$ cat config.mk
export PLATFORM = sky130hd
export DESIGN_NAME = e1_sa6_detect
export DESIGN_NICKNAME = d
export VERILOG_FILES = /design/src/rtl/sa6_pkg.sv /design/src/rtl/sa6_shifter.sv /design/src/rtl/sa6_run.sv /design/src/rtl/e1_sa6_detect.sv
export SDC_FILE = /design/constraint.sdc
export NUM_CORES = 1
export LEC_CHECK = 0
export ABC_AREA = 1
export CORE_MARGIN = 3
export CORE_UTILIZATION = 38
export CTS_CLUSTER_DIAMETER = 40
export CTS_CLUSTER_SIZE = 20
export DETAILED_ROUTE_END_ITERATION = 12
export GPL_ROUTABILITY_DRIVEN = 0
export MAX_ROUTING_LAYER = met4
export SYNTH_ARGS = -nofsm -noshare
export SYNTH_HDL_FRONTEND = slang
export SYNTH_SLANG_ARGS = --single-unit
$ cat constraint.sdc
create_clock -name clk -period 3.35 [get_ports clk]
set_input_delay 0.335 -clock clk [delete_from_list [all_inputs] [get_ports clk]]
set_output_delay 0.335 -clock clk [all_outputs]
set_load 0.05 [all_outputs]
$ cat src/rtl/sa6_pkg.sv
package sa6_pkg;
  localparam int unsigned SA6_GRP_W = 4;
  localparam int unsigned SA6_NCLS  = 6;

  typedef enum logic [2:0] {
    CLS_8    = 3'd0,
    CLS_A    = 3'd1,
    CLS_C    = 3'd2,
    CLS_E    = 3'd3,
    CLS_F    = 3'd4,
    CLS_OTH  = 3'd5,
    CLS_NONE = 3'd7
  } sa6_cls_e;

  // Sort one 4-bit group (first bit in MSB) into a class.
  function automatic sa6_cls_e sa6_classify(input logic [SA6_GRP_W-1:0] code);
    case (code)
      4'b1000: return CLS_8;
      4'b1010: return CLS_A;
      4'b1100: return CLS_C;
      4'b1110: return CLS_E;
      4'b1111: return CLS_F;
      default: return CLS_OTH;
    endcase
  endfunction

  // One-hot status mask for a class; "none" gives zero.
  function automatic logic [SA6_NCLS-1:0] sa6_mask(input sa6_cls_e cls);
    logic [SA6_NCLS-1:0] m;
    for (int i = 0; i < SA6_NCLS; i++) m[i] = (int'(cls) == i);
    return m;
  endfunction
endpackage

$ cat src/rtl/sa6_shifter.sv
module sa6_shifter #(
  parameter int unsigned GROUP_BITS = 4,
  localparam int unsigned CW = $clog2(GROUP_BITS + 1)
) (
  input  logic                  clk,
  input  logic                  rst_n,
  input  logic                  clr,
  input  logic                  bit_vld,
  input  logic                  bit_in,
  input  logic                  align_start,
  input  logic                  align_en,
  output logic                  grp_vld,
  output logic [GROUP_BITS-1:0] grp_code
);
  logic [GROUP_BITS-1:0] sh;
  logic [CW-1:0]         cnt;
  logic                  restart;
  logic                  last_bit;

  assign restart  = bit_vld && align_en && align_start;
  assign last_bit = bit_vld && !restart && (cnt == CW'(GROUP_BITS - 1));

  always_ff @(posedge clk) begin
    if (!rst_n || clr) begin
      sh       <= '0;
      cnt      <= '0;
      grp_vld  <= 1'b0;
      grp_code <= '0;
    end else begin
      grp_vld <= 1'b0;
      if (restart) begin
        sh  <= GROUP_BITS'(bit_in);
        cnt <= CW'(1);
      end else if (last_bit) begin
        grp_code <= {sh[GROUP_BITS-2:0], bit_in};
        grp_vld  <= 1'b1;
        sh       <= '0;
        cnt      <= '0;
      end else if (bit_vld) begin
        sh  <= {sh[GROUP_BITS-2:0], bit_in};
        cnt <= cnt + CW'(1);
      end
    end
  end

  // a group completes only from a clocked-in bit
  a_r1_group_from_bit: assert property (@(posedge clk) disable iff (!rst_n)
    grp_vld |-> $past(bit_vld));
  // groups are never back to back
  a_r1_group_spacing: assert property (@(posedge clk) disable iff (!rst_n)
    grp_vld |=> !grp_vld);
endmodule

$ cat src/rtl/sa6_run.sv
module sa6_run
  import sa6_pkg::*;
#(
  parameter int unsigned RUN_LEN = 3,
  localparam int unsigned RW = $clog2(RUN_LEN + 1)
) (
  input  logic                 clk,
  input  logic                 rst_n,
  input  logic                 clr,
  input  logic                 grp_vld,
  input  logic [SA6_GRP_W-1:0] grp_code,
  output logic                 hit_vld,
  output sa6_cls_e             hit_cls
);
  sa6_cls_e      prev_cls;
  sa6_cls_e      cur_cls;
  logic [RW-1:0] run;
  logic [RW-1:0] run_nxt;

  always_comb begin
    cur_cls = sa6_classify(grp_code);
    if (cur_cls == prev_cls && run != '0)
      run_nxt = (run == RW'(RUN_LEN)) ? run : run + RW'(1);
    else
      run_nxt = RW'(1);
  end

  always_ff @(posedge clk) begin
    if (!rst_n || clr) begin
      run      <= '0;
      prev_cls <= CLS_NONE;
      hit_vld  <= 1'b0;
      hit_cls  <= CLS_NONE;
    end else begin
      hit_vld <= 1'b0;
      if (grp_vld) begin
        run      <= run_nxt;
        prev_cls <= cur_cls;
        hit_cls  <= cur_cls;
        hit_vld  <= (run_nxt == RW'(RUN_LEN));
      end
    end
  end

  // a hit always names a real class
  a_r2_hit_class: assert property (@(posedge clk) disable iff (!rst_n)
    hit_vld |-> (hit_cls != CLS_NONE));
  // a hit only follows a completed group
  a_r3_hit_after_group: assert property (@(posedge clk) disable iff (!rst_n)
    hit_vld |-> $past(grp_vld));
  // run counter never exceeds its limit
  a_r3_run_bound: assert property (@(posedge clk) disable iff (!rst_n)
    run <= RW'(RUN_LEN));
endmodule

$ cat src/rtl/e1_sa6_detect.sv
module e1_sa6_detect
  import sa6_pkg::*;
#(
  parameter int unsigned RUN_LEN = 3
) (
  input  logic                clk,
  input  logic                rst_n,
  input  logic                sa6_valid,
  input  logic                sa6_bit,
  input  logic                smf_start,
  input  logic                fas_ok,
  input  logic                mfa_ok,
  input  logic                sync_mode,
  input  logic                rd_stb,
  output logic [SA6_NCLS-1:0] status_o,
  output logic                irq_o
);
  logic                 upd_en;
  logic                 grp_vld;
  logic [SA6_GRP_W-1:0] grp_code;
  logic                 hit_vld;
  sa6_cls_e             hit_cls;
  logic                 hit_ok;
  sa6_cls_e             last_cls;

  assign upd_en = fas_ok && (!sync_mode || mfa_ok);
  assign hit_ok = hit_vld && upd_en;

  sa6_shifter #(.GROUP_BITS(SA6_GRP_W)) u_shift (
    .clk        (clk),
    .rst_n      (rst_n),
    .clr        (!upd_en),
    .bit_vld    (sa6_valid),
    .bit_in     (sa6_bit),
    .align_start(smf_start),
    .align_en   (sync_mode),
    .grp_vld    (grp_vld),
    .grp_code   (grp_code)
  );

  sa6_run #(.RUN_LEN(RUN_LEN)) u_run (
    .clk     (clk),
    .rst_n   (rst_n),
    .clr     (!upd_en),
    .grp_vld (grp_vld),
    .grp_code(grp_code),
    .hit_vld (hit_vld),
    .hit_cls (hit_cls)
  );

  always_ff @(posedge clk) begin
    if (!rst_n) begin
      status_o <= '0;
      irq_o    <= 1'b0;
      last_cls <= CLS_NONE;
    end else begin
      status_o <= (rd_stb ? '0 : status_o) | (hit_ok ? sa6_mask(hit_cls) : '0);
      irq_o    <= hit_ok && (hit_cls != last_cls);
      if (hit_ok) last_cls <= hit_cls;
    end
  end

  // an accepted hit shows in status on the next edge
  a_r3_hit_sets: assert property (@(posedge clk) disable iff (!rst_n)
    hit_ok |=> ((status_o & sa6_mask($past(hit_cls))) != '0));
  // without a read, no set bit is lost
  a_r4_sticky: assert property (@(posedge clk) disable iff (!rst_n)
    !rd_stb |=> ((status_o & $past(status_o)) == $past(status_o)));
  // a read with no hit leaves status empty
  a_r5_read_clears: assert property (@(posedge clk) disable iff (!rst_n)
    (rd_stb && !hit_ok) |=> (status_o == '0));
  // interrupt is a single-cycle pulse
  a_r6_irq_pulse: assert property (@(posedge clk) disable iff (!rst_n)
    irq_o |=> !irq_o);
  // no interrupt and no new bit while frame alignment is lost
  a_r7_no_irq: assert property (@(posedge clk) disable iff (!rst_n)
    !fas_ok |=> !irq_o);
  a_r7_frozen: assert property (@(posedge clk) disable iff (!rst_n)
    (!fas_ok && !rd_stb) |=> (status_o == $past(status_o)));
  // synchronous mode without multiframe alignment raises nothing
  a_r8_mfa_gate: assert property (@(posedge clk) disable iff (!rst_n)
    (sync_mode && !mfa_ok) |=> !irq_o);
endmodule

==> results.md <==
- Leak: 0.560 nW
- Critical path, cell by cell: clkdlybuf4s50_1
- Wire per inst: 10.9 µm
- Max Cap Violations: 0
- P&R area growth vs syn: 17.5%
- Number of diodes: 0
- ANT nets after route: 0
- Hold endpoint: u_shift.cnt[1]$_SDFFE_PP0P_
- Final hold violation count: 0
- Layout cells sized above 1: 0.120
- Crit start category: flip-flop
- Die W: 62.2 µm
- Fin crit share: 0.544
- Seq/Total Area, Yosys: 0.451
- Post-route DRC: 0
- Reg2Reg Depth: 4
- Clock share of power: 0.285
- Cell row count: 19
- Post-Route Setup TNS: 0 ns
- Total routed wirelength: 2290 µm
- WP data required: 3.01 ns
- DP HPWL: 1780 µm
- First-pass GRT wire length: 3950 µm
- Crit path buf inv count: 1
- Total grt overflow: 0
- Clk_lat worst skew: 0.32 ns
- Syn avg cell area: 7.99 µm²
- Primary FF master, synth: dfxtp_1
- Initial antenna violation count: 0
- Cell family with most CP delay: buffers and inverters
- Min-delay src: u_shift.cnt[1]$_SDFFE_PP0P_
- Worst vdd rail ir drop: 151 µV
- Worst Tran Pin Value: 0.505 ns
- Mapped Nets: 161
- Cell count after synthesis: 150
- Crit-path max cell delay: 0.80 ns
- CTS Buf Count: 3
- Post-synth top cells: dfxtp_1, nand2_1, nor2_1
- Sw power: 0.112 mW
- Synth async-reset ratio: 0
- Class of the worst hold path: flip-flop to flip-flop
- Ranking of synthesized cells by area: dfxtp_1, nand2_1, nor2_1
- EDFF count, synth: 0
- Slowest cell on crit path: clkdlybuf4s50_1
- Netlist cell types: 30
- Net Sw Frac: 0.227
- Num Clock Sinks: 27
- Count leader, synth: dfxtp_1
- #FFs+latches synth: 27
- R2R Setup Slk: 2.02 ns
- Worst-path clk slew: 0.14 ns
- Yosys top cell area share: 0.451
- Final clock skew: 0.00382 ns
- # resized after CTS: 0
- Internal Power: 0.382 mW
- Vias in the first global route: 959
- Crit-path max FO: 2
- Final nets: 179
- Synth warn: 0
- Comb power frac: 0.061
- CP Class: flip-flop to primary output
- I/O Pins: 16
- Largest net degree at the start of global routing: 15
- Peak Freq: 0.549 GHz
- Initial Util: 0.417
- Setup violators final: 0
- GRT Total Usage: 0.130
- Final Max Tran Viols: 0
- Core footprint: 2880 µm²
- Seq pwr share: 0.654
- Die area: 3860 µm²
- Vias per inst: 4.89
- Mapped cell area: 1200 µm²
- Clk root buf: clkbuf_4
- Status: finished clean
- Cts hold-fix bufs: 0
- Unrepaired setup endpoints after global routing: no
- Placement Setup Slack: 1.63 ns
- Initial drt markers: 61
- H-tree depth: 1
- Max-slew headroom: 0.662
- IO Port Bufs: 15
- Via Count: 1023
- Pwr per Cell Area: 351 nW/µm²
- CTS tree: done
- DIE HEIGHT: 62.2 µm
- R2r startpoint: u_shift.cnt[0]$_SDFFE_PP0P_
- Worst-case clock buffer depth: 2
- Final worst setup slack: 1.53 ns
- Critical path arrival: 1.49 ns
- Final Critical Period: 1.82 ns
- Worst setup startpoint: status_o[2]$_SDFF_PN0_
- Worst hold path depth: 2
- Setup crit end kind: primary output
- Largest area contributor in the netlist: dfxtp_1
- Crit Reg-Reg Endpoint: u_shift.cnt[2]$_SDFFE_PP0P_
- Post-CTS setup buffers: 0
- DR pass1 iterations: 4
==> area by class of cell <==
cell class / count / area, µm²
multi-input cells: 100 / 556
well taps: 42 / 52.6
flip-flops and latches: 27 / 541
inverters: 21 / 83.8
repair buffers: 15 / 150
clock buffers: 4 / 26.3
fillers: 288 / 1470
==> cell usage in the layout (no fill, tap or decap), drive strengths merged, types with 3 or more instances in the layout <==
| cell | netlist | layout |
|---|---|---|
| o21ai | 11 | 11 |
| nand4 | 3 | 3 |
| clkbuf | 0 | 4 |
| dfxtp | 27 | 27 |
| clkdlybuf4s50 | 0 | 15 |
| inv | 19 | 19 |
| nand3 | 14 | 14 |
| a21oi | 11 | 11 |
| nand2 | 27 | 27 |
| nor2 | 19 | 19 |
| a22oi | 4 | 4 |
==> cell families after synthesis <==
kind of cell    after synthesis  synth area share
fa+ha+maj                     2            0.0209
xor+xnor                      2            0.0146
flops                        27             0.451
compound gates               31             0.164
buf+inv                      23            0.0856
simple gates                 65             0.264
==> sequential cells by signal (all words and copies together), names as in the netlist <==
signal            flops
irq_o                 1
status_o              6
u_run.hit_cls         3
last_cls              3
u_shift.cnt           3
u_shift.sh            3
u_shift.grp_vld       1
u_run.run             2
u_shift.grp_code      4
u_run.hit_vld         1
==> power by group through the flow <==
| stage | registers (mW) | logic [mW] | clock network, mW |
|---|---|---|---|
| after floorplan | 0.330 | 0.0176 | 0 |
| after global placement | 0.330 | 0.0302 | 0 |
| after detailed placement | 0.330 | 0.0306 | 0 |
| after CTS | 0.323 | 0.0307 | 0.150 |
| after global routing | 0.323 | 0.0335 | 0.162 |
| final | 0.323 | 0.0301 | 0.141 |
==> routing by layer <==
layer | routed length [µm] | track usage | vias up
li1 | - | - | 530
met1 | 1040 | 0.139 | 470
met2 | 1110 | 0.231 | 19
met3 | 103 | 0.0252 | 4
met4 | 36 | 0.0580 | 0
met5 | 0 | - | -
==> worst max path at each step <==
stage,to,slack [ns],cells past startpoint
2_1_floorplan,u_shift.cnt[2]$_SDFFE_PP0P_,2.14,4
3_3_place_gp,u_shift.grp_code[0]$_SDFFE_PP0P_,1.67,9
3_5_place_dp,u_shift.sh[0]$_SDFFE_PP0P_,1.63,6
4_1_cts,status_o[2],1.51,1
5_1_grt,status_o[0],1.47,1
6_report,status_o[2],1.53,1
==> worst reg2reg max path: cells and delay by family, from the launching register on <==
family	cells	cell delay [ns]
simple gates	1	0.30
compound gates	1	0.16
flops	1	0.36
fa+ha+maj	2	0.46
==> through the flow <==
| step | util | std cells | instance area [µm²] | total power [mW] | hold WS (ns) |
|---|---|---|---|---|---|
| 2_1_floorplan | - | 150 | 1200 | 0.347 | 0.436 |
| 3_3_place_gp | 0.481 | 205 | 1380 | 0.360 | 0.453 |
| 3_5_place_dp | 0.481 | 205 | 1380 | 0.360 | 0.463 |
| 4_1_cts | 0.490 | 209 | 1410 | 0.504 | 0.482 |
| 5_1_grt | 0.490 | 209 | 1410 | 0.519 | 0.489 |
| 6_report | 0.490 | 209 | 1410 | 0.494 | 0.477 |
Note: power is estimated with default switching activity, not from simulation.
